## src/rtl/cec_tx_pkg.sv

```systemverilog
package cec_tx_pkg;
   typedef enum logic [1:0] {
      ST_IDLE  = 2'd0,
      ST_FREE  = 2'd1,
      ST_START = 2'd2,
      ST_BITS  = 2'd3
   } tx_state_t;

   localparam int BITS_PER_BLOCK = 10;
   localparam int EOM_IDX        = 8;
   localparam int ACK_IDX        = 9;
endpackage

```

## src/rtl/cec_tx_bittimer.sv

```systemverilog
module cec_tx_bittimer #(
   parameter int CW = 8
) (
   input  logic          clk,
   input  logic          rst_n,
   input  logic          tick,
   input  logic          run,
   input  logic [CW-1:0] cyc_len,
   output logic [CW-1:0] cnt,
   output logic          last
);
   assign last = run && tick && (cnt == cyc_len - 1'b1);

   always_ff @(posedge clk or negedge rst_n) begin
      if (!rst_n)
         cnt <= '0;
      else if (!run)
         cnt <= '0;
      else if (tick)
         cnt <= last ? '0 : cnt + 1'b1;
   end
endmodule

```

## src/rtl/cec_tx_freedet.sv

```systemverilog
module cec_tx_freedet #(
   parameter int TW = 11
) (
   input  logic          clk,
   input  logic          rst_n,
   input  logic          tick,
   input  logic          en,
   input  logic          line_in,
   input  logic [TW-1:0] target,
   output logic          hit
);
   logic [TW-1:0] high_cnt;

   assign hit = en && tick && line_in && (high_cnt == target - 1'b1);

   always_ff @(posedge clk or negedge rst_n) begin
      if (!rst_n)
         high_cnt <= '0;
      else if (!en)
         high_cnt <= '0;
      else if (tick)
         high_cnt <= line_in ? high_cnt + 1'b1 : '0;
   end
endmodule

```

## src/rtl/cec_tx_ackjudge.sv

```systemverilog
module cec_tx_ackjudge (
   input  logic bcast,
   input  logic line_in,
   output logic bad
);
   // directed: follower must pull low; broadcast: low means a rejection
   assign bad = bcast ? !line_in : line_in;
endmodule

```

## src/rtl/cec_byte_tx.sv

```systemverilog
module cec_byte_tx #(
   parameter int CW          = 8,
   parameter int FREE_W      = 3,
   parameter int START_LOW   = 121,
   parameter int START_CYCLE = 147,
   parameter bit SAMPLE_MID  = 1'b1
) (
   input  logic              clk,
   input  logic              rst_n,
   input  logic              tick,
   input  logic              line_in,
   input  logic              start_req,
   input  logic              err_clr,
   input  logic [7:0]        tx_byte,
   input  logic              tx_eom,
   input  logic              tx_bcast,
   input  logic [CW-1:0]     rise1_cfg,
   input  logic [CW-1:0]     rise0_cfg,
   input  logic [CW-1:0]     cycle_cfg,
   input  logic [FREE_W-1:0] free_bits,
   output logic              line_pull,
   output logic              busy,
   output logic              byte_req,
   output logic              frame_done,
   output logic              err_arb,
   output logic              err_ack
);
   import cec_tx_pkg::*;

   localparam int TW = CW + FREE_W;
   localparam logic [CW-1:0] SL_C = CW'(START_LOW);
   localparam logic [CW-1:0] SC_C = CW'(START_CYCLE);

   generate
      if (START_LOW < 1 || START_LOW >= START_CYCLE) begin : g_bad_start
         $error("start low time must be positive and shorter than the start cycle");
      end
      if (START_CYCLE >= (1 << CW)) begin : g_bad_width
         $error("start cycle does not fit the tick counter width");
      end
      if (FREE_W < 1) begin : g_bad_free
         $error("bus-free field needs at least one bit");
      end
   endgenerate

   tx_state_t     st;
   logic [3:0]    bidx;
   logic [7:0]    shreg;
   logic          eom_q, bcast_q;
   logic          run, last, free_hit, ack_bad, cur_bit, in_ack;
   logic          arb_hit, ack_tick;
   logic [CW-1:0] cnt, low_len, cyc_len, samp_pt;
   logic [TW-1:0] free_target;

   assign run         = (st == ST_START) || (st == ST_BITS);
   assign in_ack      = (st == ST_BITS) && (bidx == 4'(ACK_IDX));
   assign busy        = (st != ST_IDLE);
   assign free_target = TW'(free_bits) * TW'(cycle_cfg);

   always_comb begin
      if (bidx < 4'(EOM_IDX))       cur_bit = shreg[7];
      else if (bidx == 4'(EOM_IDX)) cur_bit = eom_q;
      else                          cur_bit = 1'b1;
      if (st == ST_START) begin
         low_len = SL_C;
         cyc_len = SC_C;
      end else begin
         low_len = cur_bit ? rise1_cfg : rise0_cfg;
         cyc_len = cycle_cfg;
      end
   end

   generate
      if (SAMPLE_MID) begin : g_samp_mid
         assign samp_pt = CW'(({1'b0, rise1_cfg} + {1'b0, rise0_cfg}) >> 1);
      end else begin : g_samp_late
         assign samp_pt = rise0_cfg - 1'b1;
      end
   endgenerate

   assign line_pull = run && (cnt < low_len);
   assign arb_hit   = tick && run && !in_ack && (cnt >= low_len) && !line_in;
   assign ack_tick  = tick && in_ack && (cnt == samp_pt);

   cec_tx_bittimer #(.CW(CW)) u_tmr (
      .clk(clk), .rst_n(rst_n), .tick(tick), .run(run),
      .cyc_len(cyc_len), .cnt(cnt), .last(last)
   );

   cec_tx_freedet #(.TW(TW)) u_free (
      .clk(clk), .rst_n(rst_n), .tick(tick), .en(st == ST_FREE),
      .line_in(line_in), .target(free_target), .hit(free_hit)
   );

   cec_tx_ackjudge u_ack (
      .bcast(bcast_q), .line_in(line_in), .bad(ack_bad)
   );

   always_ff @(posedge clk or negedge rst_n) begin
      if (!rst_n) begin
         st         <= ST_IDLE;
         bidx       <= '0;
         shreg      <= '0;
         eom_q      <= 1'b0;
         bcast_q    <= 1'b0;
         byte_req   <= 1'b0;
         frame_done <= 1'b0;
         err_arb    <= 1'b0;
         err_ack    <= 1'b0;
      end else begin
         byte_req   <= 1'b0;
         frame_done <= 1'b0;
         if (err_clr) begin
            err_arb <= 1'b0;
            err_ack <= 1'b0;
         end
         unique case (st)
            ST_IDLE: begin
               if (start_req) begin
                  st      <= ST_FREE;
                  bcast_q <= tx_bcast;
               end
            end
            ST_FREE: begin
               if (free_hit) st <= ST_START;
            end
            ST_START: begin
               if (arb_hit) begin
                  st      <= ST_IDLE;
                  err_arb <= 1'b1;
               end else if (last) begin
                  st       <= ST_BITS;
                  bidx     <= '0;
                  shreg    <= tx_byte;
                  eom_q    <= tx_eom;
                  byte_req <= 1'b1;
               end
            end
            ST_BITS: begin
               if (arb_hit) begin
                  st      <= ST_IDLE;
                  err_arb <= 1'b1;
               end else if (ack_tick && ack_bad) begin
                  st      <= ST_IDLE;
                  err_ack <= 1'b1;
               end else if (last) begin
                  if (in_ack) begin
                     if (eom_q) begin
                        st         <= ST_IDLE;
                        frame_done <= 1'b1;
                     end else begin
                        bidx     <= '0;
                        shreg    <= tx_byte;
                        eom_q    <= tx_eom;
                        byte_req <= 1'b1;
                     end
                  end else begin
                     bidx <= bidx + 1'b1;
                     if (bidx < 4'(EOM_IDX)) shreg <= {shreg[6:0], 1'b0};
                  end
               end
            end
            default: st <= ST_IDLE;
         endcase
      end
   end
endmodule

```

## config.mk

```make
export PLATFORM = sky130hd
export DESIGN_NAME = cec_byte_tx
export DESIGN_NICKNAME = d
export VERILOG_FILES = /design/src/rtl/cec_tx_pkg.sv /design/src/rtl/cec_tx_bittimer.sv /design/src/rtl/cec_tx_freedet.sv /design/src/rtl/cec_tx_ackjudge.sv /design/src/rtl/cec_byte_tx.sv
export SDC_FILE = /design/constraint.sdc
export NUM_CORES = 1
export LEC_CHECK = 0
export ABC_CLOCK_PERIOD_IN_PS = 4300
export BUFFER_PORTS_ARGS = -buffer_cell sky130_fd_sc_hd__buf_2
export CAP_MARGIN = 20
export CORE_MARGIN = 3
export CORE_UTILIZATION = 40
export DETAILED_ROUTE_END_ITERATION = 10
export HOLD_SLACK_MARGIN = 0.1
export PLACE_DENSITY = 0.56
export SETUP_SLACK_MARGIN = 0.02
export SLEW_MARGIN = 30
export SYNTH_ARGS = -nofsm -noshare
export SYNTH_HDL_FRONTEND = slang
export SYNTH_SLANG_ARGS = --single-unit
```

## constraint.sdc

```tcl
create_clock -name clk -period 4.3 [get_ports clk]
set_input_delay 1.29 -clock clk [delete_from_list [all_inputs] [get_ports clk]]
set_output_delay 1.29 -clock clk [all_outputs]
set_load 0.01 [all_outputs]
```

Word level (Yosys, flattened, before mapping)
Cells that the tools add are included.
{"block": "word_totals", "reg_bits": 39, "wordCells": 138, "ram_bits": 0, "rom_bits": 0, "n_memories": 0, "out_inout_bits": 6, "inputBits": 43, "latchBits": 0}
{"block": "classes", "div": 0, "add_sub_neg": 6, "mux": 68, "n_reduce_logical": 25, "shifts": 0, "n_mul": 1, "order_cmp": 3, "n_eq_ne": 24, "bitwise_logic": 0}
{"cell": "8-bit two-way mux", "count": 14}
{"cell": "11-bit two-way mux", "count": 3}
{"cell": "1-bit two-way mux", "count": 30}
{"cell": "4-bit two-way mux", "count": 7}
{"cell": "2-bit two-way mux", "count": 9}
{"cell": "8-bit equality test", "count": 2}
{"cell": "2-bit inequality test, second input constant", "count": 8}
{"cell": "8-bit one-hot mux with 2 select lines", "count": 1}
{"cell": "7-bit AND reduction", "count": 2}
{"cell": "1-bit logical AND", "count": 13}
{"cell": "11-bit by 1-bit adder with 11-bit output, second input constant", "count": 1}
{"cell": "11-bit equality test", "count": 1}
{"cell": "3-bit by 8-bit multiplier with 11-bit output", "count": 1}
{"cell": "11-bit by 1-bit subtractor with 11-bit output, second input constant", "count": 1}
{"cell": "8-bit by 8-bit adder with 9-bit output", "count": 1}
{"cell": "8-bit by 1-bit adder with 8-bit output, second input constant", "count": 1}
{"cell": "4-bit equality test, second input constant", "count": 2}
{"cell": "8-bit >= comparator", "count": 1}
{"cell": "8-bit less-than comparator", "count": 1}
{"cell": "4-bit by 3-bit inequality test with 1-bit output, second input constant", "count": 2}
{"cell": "2-bit one-hot mux with 4 select lines", "count": 1}
{"cell": "4-bit one-hot mux with 2 select lines", "count": 1}
{"cell": "8-bit AND reduction", "count": 1}
{"cell": "8-bit by 1-bit subtractor with 8-bit output, second input constant", "count": 1}
{"cell": "other kinds (16)", "count": 22}

Longest topological paths before layout
Gate-level depths: netlist of the first run.
{"block": "logic_depth", "ltp_word": 10, "depth_mapped": 16}

Modules after synthesis
Synthesis of the first run repeated with hierarchy kept, for this count alone.
{"block": "unflattened", "hier_cells": 516, "hier_area_um2": 4257.8}
{"mod": "cec_byte_tx", "area_per_inst_um2": 2489.9, "instances": 1, "cells_per_inst": 299, "seq_area_each_um2": 500.5}
{"mod": "cec_tx_freedet", "area_per_inst_um2": 1006.0, "instances": 1, "cells_per_inst": 131, "seq_area_each_um2": 275.3}
{"mod": "cec_tx_bittimer", "area_per_inst_um2": 753.2, "instances": 1, "cells_per_inst": 85, "seq_area_each_um2": 200.2}
{"mod": "cec_tx_ackjudge", "area_per_inst_um2": 8.8, "instances": 1, "cells_per_inst": 1, "seq_area_each_um2": 0.0}

Least setup slack after synthesis of the first run
No wires, ideal clock.
{"block": "synth_path", "path_type": "input-to-reg", "start": "in free_bits[2]", "end": "reg st[1]", "t_arrival_ns": 4.267, "path_buffers": 1, "setup_slack_ns": -0.045, "stages": 14, "path_cell_list": "clkbuf_1 > nand2_1 > ha_1 > fa_1 > inv_1 > ha_1 > a21o_1 > a21oi_1 > nor2_1 > o221a_2 > o41ai_1 > xnor2_1 > nor4_1 > o21bai_1"}
{"block": "synth_via", "elab_chain_len": 6}
{"element": "start: declaration", "line": "cec_byte_tx.sv:20", "source": "input logic [FREE_W-1:0] free_bits,"}
{"element": "3-bit by 8-bit multiplier with 11-bit output", "line": "cec_byte_tx.sv:58", "source": "assign free_target = TW'(free_bits) * TW'(cycle_cfg);"}
{"element": "11-bit by 1-bit subtractor with 11-bit output", "line": "cec_tx_freedet.sv:14", "source": "assign hit = en && tick && line_in && (high_cnt == target - 1'b1);"}
{"element": "11-bit equality test", "line": "cec_tx_freedet.sv:14"}
{"element": "1-bit logical AND", "line": "cec_tx_freedet.sv:14"}
{"element": "2-bit inequality test (no source line)"}
{"element": "6-bit AND reduction (no source line)"}
{"element": "end signal: assignment", "line": "cec_byte_tx.sv:101", "source": "st <= ST_IDLE;"}
{"element": "end signal: assignment", "line": "cec_byte_tx.sv:120", "source": "st <= ST_FREE;"}
{"element": "end signal: assignment", "line": "cec_byte_tx.sv:125", "source": "if (free_hit) st <= ST_START;"}
{"element": "end: declaration", "line": "cec_byte_tx.sv:46", "source": "tx_state_t st;"}
Every way passes these cells.
A chain may end at the register's enable or synchronous reset.

Worst setup path in the final report of the first run
{"block": "layout_path", "start": "in rise1_cfg[3]", "end": "out line_pull"}
{"block": "layout_via", "elab_chain_len": 4}
{"element": "start: declaration", "line": "cec_byte_tx.sv:17", "source": "input logic [CW-1:0] rise1_cfg,"}
{"element": "8-bit two-way mux", "line": "cec_byte_tx.sv:68", "source": "low_len = cur_bit ? rise1_cfg : rise0_cfg;"}
{"element": "8-bit two-way mux", "line": "cec_byte_tx.sv:64", "source": "if (st == ST_START) begin"}
{"element": "8-bit less-than comparator", "line": "cec_byte_tx.sv:81", "source": "assign line_pull = run && (cnt < low_len);"}
{"element": "1-bit logical AND", "line": "cec_byte_tx.sv:81"}
{"element": "end: declaration", "line": "cec_byte_tx.sv:21", "source": "output logic line_pull,"}
Every way passes these cells.

==> reports/metrics.csv, run 1 <==
stage,metric,value,unit
pwr,Peak VDD IR,137,uV
drt,Total Wirelength,10.3,mm
worst_setup_path,R2R Setup Slk,0.55,ns
cells_and_area,register area,977,sq um
grt,vias in the first global route,3541,
place,Final GP Congestion,0.880,
worst_setup_path,worst reg-to-reg path cell count,16,
grt,grt total ovfl,0,
status,status,"finished, final reports clean",
flow_run,Max Cap Violations,0,
cells_and_area,final instance area,4780,sq um
place,HPWL Detailed,8.05,mm
pwr,switching power,357,uW
worst_hold_path,Hold Path Stages,1,
timing,worst-margin pin slew,0.605,ns
cells_and_area,multi-input logic area,2850,sq um
cells_and_area,Layout Nets,654,
logic_synthesis,YS warnings,0,
clocking,latest clock arrival within the worst-skew pair,0.30,ns
die,die height,106,microns
die,core area,9460,sq um
die,Std-Cell Rows,35,
worst_hold_path,Hold Path Sink,u_free.high_cnt[10],
clocking,H-tree Lvls,2,
logic_synthesis,syn_area_per_cell,8.23,sq um
worst_setup_path,Crit. Startpoint,rise1_cfg[3],
pwr,Switching Fraction,0.325,
pwr,Comb pwr share,0.376,
cells_and_area,share of layout cells above drive strength 1,0.218,
cells_and_area,final cell count without fillers,693,
clocking,CTS tree,built,
worst_setup_path,WS Path Type,input pin to primary output,
drt,DRC violations left,0,
logic_synthesis,Post-synth EDFFs,0,
logic_synthesis,Synth Instances,486,
logic_synthesis,Mapped Area,4000,sq um
logic_synthesis,Synth area leaders,"dfrtp_1 24%, ha_1 13%, nand2_1 7.6%",
pwr,Int Power,741,uW
logic_synthesis,register area share after synthesis,0.244,
timing,Slew HR,0.595,
pwr,Pleak,0.00232,uW
worst_setup_path,"Arr. time, crit path",2.89,ns
logic_synthesis,Yosys top cell area share,0.244,
clocking,Clock Tree Buf Depth,2,
worst_hold_path,hold wc startpoint,u_free.high_cnt[10],
timing,Setup-failing EPs final,0,
die,Die Footprint,11200,sq um
timing,Tcrit/Tclk final,0.973,
cells_and_area,antenna fix cells,0,
timing,Peak Freq,239,MHz
clocking,CTS buffer count,5,
clocking,CTS sink count,39,
clocking,clock root buffer,clkbuf_8,
worst_setup_path,R2R Path End,shreg[4],
pwr,Seq pwr share,0.343,
place,IO buf count,48,
worst_setup_path,CP Capture Type,primary output,
pwr,power per cell area,230,nW/um^2
die,Die X,106,microns
logic_synthesis,Yosys top cell by area,dfrtp_1,
logic_synthesis,most numerous cell in the Yosys netlist,nand2_1,
timing,final clock skew,0.0119,ns
drt,vias per cell,5.42,
logic_synthesis,Synth cell types,58,
drt,routed length per instance,14.8,microns
clocking,Post-CTS Hold Buffers,0,
drt,drt pass-1 iters,5,
grt,first-pass GRT wire length,17.1,mm
worst_setup_path,critical path peak fanout,3,
worst_setup_path,Critical Path RT,3.01,ns
timing,Max Slew Vio Count,0,
timing,Final Worst Setup Slack,0.115,ns
cells_and_area,"Area growth, synth to finish",19.4,%
timing,unrepaired setup endpoints after global routing,yes,
die,Top-Level Pins,49,
timing,min Tclk post-route,4.18,ns
logic_synthesis,dominant synthesized flop cell,dfrtp_1,
place,Inst Count DP,678,
grt,total track usage,0.183,
die,Starting Density,0.423,
logic_synthesis,synthesized net count,577,
place,"Cell Area, Placed",4570,sq um
cells_and_area,filler cell count,928,
logic_synthesis,synthesized flop and latch total,39,
drt,Antenna Nets Post-Route,0,
worst_hold_path,hold crit path type,flop to flop,
clocking,CTS clock-pin slew for the worst setup and hold paths,0.07,ns
drt,DR iter-0 viols,209,
worst_setup_path,r2r startpoint,bidx[0],
pwr,Clk pwr share,0.281,
place,"worst slack, placed",-0.138,ns
grt,initial antenna violation count,0,
timing,Final Hold Fails,0,
logic_synthesis,commonest cells in the synthesized netlist,"81 x nand2_1, 44 x o21ai_0, 40 x ha_1, 39 x dfrtp_1, 32 x inv_1",
drt,via count,3755,
logic_synthesis,post-synthesis async set-or-reset flop share,1.00,
worst_setup_path,Setup crit start kind,input pin,
grt,largest net degree at the start of global routing,40,
worst max-delay path, stage by stage:
cell	delay, ns
buf_2	0.10
nor2b_1	0.12
a211oi_1	0.23
ha_1	0.30
and4b_1	0.21
a211oi_2	0.20
o221ai_1	0.18
nor2_1	0.12
buf_2	0.13
repair_timing:
item                       CTS  global route
buffers inserted             0             7
setup endpoints to repair    1             3
pin swaps                    0             5
resized for setup            1             6
through the flow:
step	hold WS (ns)	setup TNS, ns	util	total power [uW]
after detailed placement	0.492	-0.245	0.483	787
after global placement	0.495	-0.0861	0.483	782
after global routing	0.536	-0.0576	0.505	1170
after CTS	0.509	0	0.496	1100
final	0.511	0	0.505	1100
after floorplan	0.470	0	-	662
sequential cells by signal (all words and copies together) (netlist names):
register / flops
byte_req: 1
shreg: 8
err_ack: 1
u_free.high_cnt: 11
st: 2
eom_q: 1
bidx: 4
err_arb: 1
u_tmr.cnt: 8
frame_done: 1
bcast_q: 1
routing by layer:
| metal | global-route usage | part of all wire | vias to the layer above |
|---|---|---|---|
| li1 | - | - | 1877 |
| met1 | 0.276 | 0.51 | 1769 |
| met2 | 0.284 | 0.44 | 102 |
| met3 | 0.0200 | 0.045 | 7 |
| met4 | 0.0352 | 0.0091 | 0 |
| met5 | 0 | 0 | - |
power groups by stage:
stage / combinational (uW) / clock (uW) / sequential (uW)
final: 412 / 308 / 377
after detailed placement: 403 / 0 / 384
after floorplan: 280 / 0 / 383
after CTS: 405 / 318 / 377
after global routing: 463 / 333 / 378
after global placement: 399 / 0 / 384
area by class of cell:
class                           count  share of cell area
Multi-Input combinational cell    397               0.597
Timing Repair Buffer               88               0.116
Tap cell                          129              0.0338
Clock inverter                      3             0.00917
Sequential cell                    39               0.205
Inverter                           32              0.0252
Clock buffer                        5              0.0144
logic make-up after synthesis:
family                     after synthesis  share of synthesized area
DFF                                     39                      0.244
and+or+nand+nor                        184                      0.230
xor gates and xnor gates                35                     0.0767
buffers and inverters                   50                     0.0519
AOI/OAI and AO/OA                      113                      0.179
muxes                                   17                     0.0532
adders and majority gates               48                      0.165
placed cells by master, fill, tap and decap left out, drive strengths merged, types with 12 or more instances in the layout:
master	instances
buf	88
nand2	81
o21ai	44
ha	40
dfrtp	39
inv	32
xnor2	28
nor2	22
a21oi	21
nand3	13
mux2	13
and3	12
worst max path at each step:
stage	end	slack, ns	cells past startpoint
final	line_pull	0.12	9
after global routing	line_pull	-0.06	15
after CTS	line_pull	0.07	13
after detailed placement	st[1]	-0.14	14
after global placement	st[1]	-0.06	14
after floorplan	st[1]	0.04	14
Note: power is estimated with default switching activity, not from simulation.
==> inputs of run 2 (changes only) <==
ABC_CLOCK_PERIOD_IN_PS = 4500   (was 4300)
CTS_CLUSTER_DIAMETER = 200   (was not set)
clock period = 4.5 ns   (was 4.3 ns; I/O delays follow)
==> reports/metrics.csv, run 2 (same netlist as run 1, synthesis figures left out) <==
stage,metric,value,unit
status,status,"finished, final reports clean",
timing,Slew HR,0.627,
cells_and_area,Layout Nets,626,
cells_and_area,register bank with the most flops,u_free.high_cnt,
drt,DR iter-0 viols,167,
pwr,power per cell area,233,nW/um^2
place,HPWL Detailed,7.83,mm
drt,DRC violations left,0,
grt,largest net degree at the start of global routing,40,
timing,setup_tns,0,ns
cells_and_area,register area,976,sq um
timing,Max Slew Vio Count,0,
worst_hold_path,hold crit path type,flop to flop,
die,core area,9460,sq um
timing,final clock skew,0.0102,ns
pwr,Pleak,0.00220,uW
grt,grt total ovfl,0,
pwr,Comb pwr share,0.339,
cells_and_area,most frequent cells in the layout,"81 x nand2_1, 47 x buf_2, 43 x o21ai_0, 40 x ha_1, 39 x dfrtp_1",
cells_and_area,antenna fix cells,0,
timing,Setup-failing EPs final,0,
place,"Cell Area, Placed",4420,sq um
clocking,CTS sink count,39,
drt,Total Wirelength,9.79,mm
drt,via count,3635,
timing,Final Worst Setup Slack,0.170,ns
clocking,Post-CTS Hold Buffers,0,
flow_run,Max Cap Violations,0,
drt,routed length per instance,14.7,microns
worst_setup_path,crit-path cells,buf_2 > nor2b_1 > a211oi_2 > ha_1 > and4b_1 > a211oi_2 > o221ai_2 > nor2_1 > buf_2,
clocking,latest clock arrival within the worst-skew pair,0.30,ns
pwr,switching power,323,uW
clocking,Clock Tree Buf Depth,2,
pwr,Peak VDD IR,132,uV
worst_setup_path,CP Capture Type,primary output,
cells_and_area,"most common cell after layout, fill and taps aside",nand2_1,
die,die height,106,microns
pwr,Switching Fraction,0.303,
clocking,clock root buffer,clkbuf_8,
die,Top-Level Pins,49,
clocking,CTS buffer count,5,
cells_and_area,filler cell count,973,
timing,worst-margin pin slew,0.558,ns
clocking,CTS tree,built,
cells_and_area,max reg flops,11,
grt,total track usage,0.178,
cells_and_area,fin util,0.484,
grt,initial antenna violation count,0,
worst_setup_path,WS Path Type,input pin to primary output,
die,Die X,106,microns
place,Final GP Congestion,0.794,
cells_and_area,share of layout cells above drive strength 1,0.172,
timing,Final Hold Fails,0,
clocking,CTS clock-pin slew for the worst setup and hold paths,0.08,ns
drt,Antenna Nets Post-Route,0,
grt,first-pass GRT wire length,16.5,mm
die,Starting Density,0.423,
worst_setup_path,critical path peak fanout,3,
cells_and_area,biggest regs,"u_free.high_cnt x11, shreg x8, u_tmr.cnt x8",
die,Std-Cell Rows,35,
grt,vias in the first global route,3385,
timing,Tcrit/Tclk final,0.962,
drt,vias per cell,5.47,
worst_setup_path,Setup crit start kind,input pin,
pwr,Clk pwr share,0.324,
worst_setup_path,"Arr. time, crit path",2.98,ns
worst_setup_path,Critical Path RT,3.15,ns
timing,Peak Freq,231,MHz
drt,drt pass-1 iters,4,
worst_setup_path,CP peak stage delay,0.29,ns
place,"worst slack, placed",0.0166,ns
die,Die Footprint,11200,sq um
cells_and_area,multi-input logic area,2840,sq um
clocking,H-tree Lvls,2,
pwr,Int Power,744,uW
cells_and_area,"Area growth, synth to finish",14.6,%
cells_and_area,final instance area,4580,sq um
timing,unrepaired setup endpoints after global routing,no,
timing,min Tclk post-route,4.33,ns
worst_setup_path,crit path max-delay cell type,ha_1,
place,IO buf count,48,
pwr,Seq pwr share,0.338,
run 2: layout make-up:
class	instances	share of cell area
inverters	32	0.0262
multi-input cells	397	0.620
well taps	129	0.0352
clock inverters	2	0.0131
clock buffers	6	0.0158
flip-flops and latches	39	0.213
repair buffers	60	0.0762
run 2: through the flow:
stage	hold WS (ns)	cells	total power (uW)
6_report	0.521	665	1070
2_1_floorplan	0.470	486	632
4_1_cts	0.523	665	1080
3_5_place_dp	0.494	657	728
3_3_place_gp	0.499	657	726
5_1_grt	0.544	665	1140
run 2: timing repair:
item                                    4_1_cts  5_1_grt
setup buffers                                 0        0
resized for setup                             2        5
pin swaps                                     0        1
endpoints found under the setup margin        1        1
run 2: worst paths after layout:
kind / slack (ns) / startpoint / endpoint / depth (start not counted)
max: 0.17 / rise1_cfg[3] / line_pull / 9
min: 0.52 / shreg[6] / shreg[6] / 1
max reg2reg: 0.94 / bidx[0] / shreg[7] / 15
min reg2reg: 0.52 / shreg[6] / shreg[6] / 1
max in group asynchronous: 3.13 / rst_n / u_tmr.cnt[0] / 1
min in group asynchronous: 1.01 / rst_n / shreg[4] / 1
run 2: worst max-delay path: cells and delay by family:
kind,cells,cell delay (ns)
buffers and inverters,2,0.27
AND/OR/NAND/NOR,3,0.50
adder cells (fa/ha/maj),1,0.29
AO/OA/AOI/OAI,3,0.58
run 2: layer usage:
metal	share of wire	GRT usage	up-vias
li1	-	-	1828
met1	0.51	0.266	1700
met2	0.42	0.270	97
met3	0.058	0.0249	10
met4	0.012	0.0398	0
met5	0	0	-
run 2: power groups by stage:
stage | Combinational (uW) | Clock (uW) | Sequential (uW)
after CTS | 364 | 354 | 360
after floorplan | 267 | 0 | 366
final | 361 | 345 | 360
after detailed placement | 361 | 0 | 367
after global placement | 359 | 0 | 367
after global routing | 409 | 370 | 361
==> inputs of run 3 (changes only) <==
CORE_ASPECT_RATIO = 0.8   (was not set)
REMOVE_ABC_BUFFERS = 1   (was not set)
==> reports/metrics.csv, run 3 (same netlist as run 1, synthesis figures left out) <==
stage,metric,value,unit
pwr,Seq pwr share,0.335,
die,Top-Level Pins,49,
pwr,Pwr Total,1080,uW
grt,grt total ovfl,0,
drt,Antenna Nets Post-Route,0,
pwr,Int Power,729,uW
timing,min Tclk post-route,4.35,ns
worst_setup_path,critical path peak fanout,2,
pwr,switching power,347,uW
cells_and_area,filler cell count,952,
drt,vias per cell,5.26,
cells_and_area,register area,976,sq um
worst_setup_path,"Arr. time, crit path",3.00,ns
pwr,Comb pwr share,0.343,
cells_and_area,final instance area,4630,sq um
cells_and_area,max reg flops,11,
clocking,Post-CTS Hold Buffers,0,
clocking,clock root buffer,clkbuf_16,
die,die height,95.4,microns
timing,worst-margin pin slew,0.608,ns
place,IO buf count,48,
pwr,Clk pwr share,0.322,
cells_and_area,biggest regs,"u_free.high_cnt x11, shreg x8, u_tmr.cnt x8",
worst_setup_path,Setup crit start kind,input pin,
cells_and_area,register bank with the most flops,u_free.high_cnt,
clocking,latest clock arrival within the worst-skew pair,0.28,ns
cells_and_area,"Area growth, synth to finish",15.7,%
clocking,Clock Tree Buf Depth,2,
grt,first-pass GRT wire length,17.5,mm
drt,via count,3544,
timing,Peak Freq,230,MHz
place,Final GP Congestion,0.856,
drt,routed length per instance,15.1,microns
worst_setup_path,WS Path Type,input pin to primary output,
place,HPWL Detailed,8.11,mm
status,status,"finished, final reports clean",
die,Die X,118,microns
cells_and_area,most frequent cells in the layout,"81 x nand2_1, 47 x buf_2, 44 x o21ai_0, 40 x ha_1, 39 x dfrtp_1",
clocking,CTS clock-pin slew for the worst setup and hold paths,0.06,ns
worst_hold_path,Hold Path Stages,1,
pwr,power per cell area,232,nW/um^2
worst_setup_path,R2R Setup Slk,0.77,ns
drt,Total Wirelength,10.2,mm
pwr,Switching Fraction,0.323,
timing,Tcrit/Tclk final,0.967,
die,core area,9390,sq um
pwr,Peak VDD IR,143,uV
grt,total track usage,0.190,
clocking,CTS buffer count,5,
clocking,H-tree Lvls,2,
cells_and_area,share of layout cells above drive strength 1,0.181,
drt,drt pass-1 iters,4,
die,Std-Cell Rows,31,
place,"Cell Area, Placed",4440,sq um
timing,Slew HR,0.591,
cells_and_area,multi-input logic area,2830,sq um
worst_setup_path,worst reg-to-reg path cell count,16,
die,Die Footprint,11200,sq um
timing,final clock skew,0.00649,ns
grt,largest net degree at the start of global routing,40,
die,Starting Density,0.426,
worst_setup_path,Critical Path RT,3.15,ns
drt,DR iter-0 viols,220,
timing,Setup-failing EPs final,0,
grt,initial antenna violation count,0,
cells_and_area,antenna fix cells,0,
timing,unrepaired setup endpoints after global routing,yes,
pwr,Pleak,0.00222,uW
cells_and_area,"most common cell after layout, fill and taps aside",nand2_1,
cells_and_area,Layout Nets,632,
worst_hold_path,hold crit path type,flop to flop,
flow_run,Max Cap Violations,0,
clocking,CTS sink count,39,
drt,DRC violations left,0,
timing,Max Slew Vio Count,0,
clocking,CTS tree,built,
worst_setup_path,CP Capture Type,primary output,
grt,vias in the first global route,3525,
timing,Final Hold Fails,0,
==> run 3: cell types whose count changed in the layout (fill, tap and decap cells not counted), sizes merged <==
cell / delta
buf: +6
bufinv: -2
clkinvlp: +2
clkbuf: -1
clkinv: +1
==> run 3: worst paths after layout <==
kind,startpoint,to
min in group asynchronous,rst_n,shreg[2]
max in group asynchronous,rst_n,u_free.high_cnt[1]
worst max-delay path,rise1_cfg[5],line_pull
worst min register to register,shreg[3],shreg[3]
worst min-delay path,shreg[3],shreg[3]
worst max register to register,bidx[0],shreg[1]
==> run 3: routing by layer <==
metal | vias to the layer above | wire (microns) | GRT usage
met3 | 6 | 415 | 0.0308
li1 | 1832 | - | -
met1 | 1636 | 5520 | 0.285
met2 | 70 | 4220 | 0.291
met5 | - | 0 | 0
met4 | 0 | 57 | 0.0341
==> run 3: final cells by class <==
cell class,instances,share of cell area
clock buffers,5,0.0270
clock inverters,3,0.00433
inverters,32,0.0260
multi-input cells,397,0.612
flip-flops and latches,39,0.211
well taps,132,0.0357
repair buffers,66,0.0843
==> run 3: stage by stage <==
step	setup WS (ns)	instances	hold WS (ns)	TNS (ns)	utilization
floorplan	0.353	468	0.470	0	-
global placement	0.0208	663	0.497	0	0.473
detailed placement	-0.0830	663	0.491	-0.133	0.473
CTS	0.0687	671	0.517	0	0.489
global route	0.0180	674	0.531	0	0.493
finish	0.148	674	0.513	0	0.493
==> run 3: power by group through the flow <==
stage,clock network (uW),registers [uW],logic [uW]
2_1_floorplan,0,366,260
5_1_grt,373,362,418
3_3_place_gp,0,367,357
3_5_place_dp,0,367,363
6_report,346,361,369
4_1_cts,358,361,366
==> run 3: worst max-delay path, stage by stage <==
cell	delay, ns
buf_2	0.11
nor2b_1	0.12
a211oi_1	0.37
ha_1	0.32
a21o_1	0.16
a21oi_1	0.14
o221ai_1	0.16
nor2_1	0.13
buf_2	0.14
==> run 3: repair_timing <==
action                     CTS  global route
setup endpoints to repair    1             3
resized for setup            1             2
cloned                       0             0
hold endpoints to repair     0             0
buffers inserted             0             3
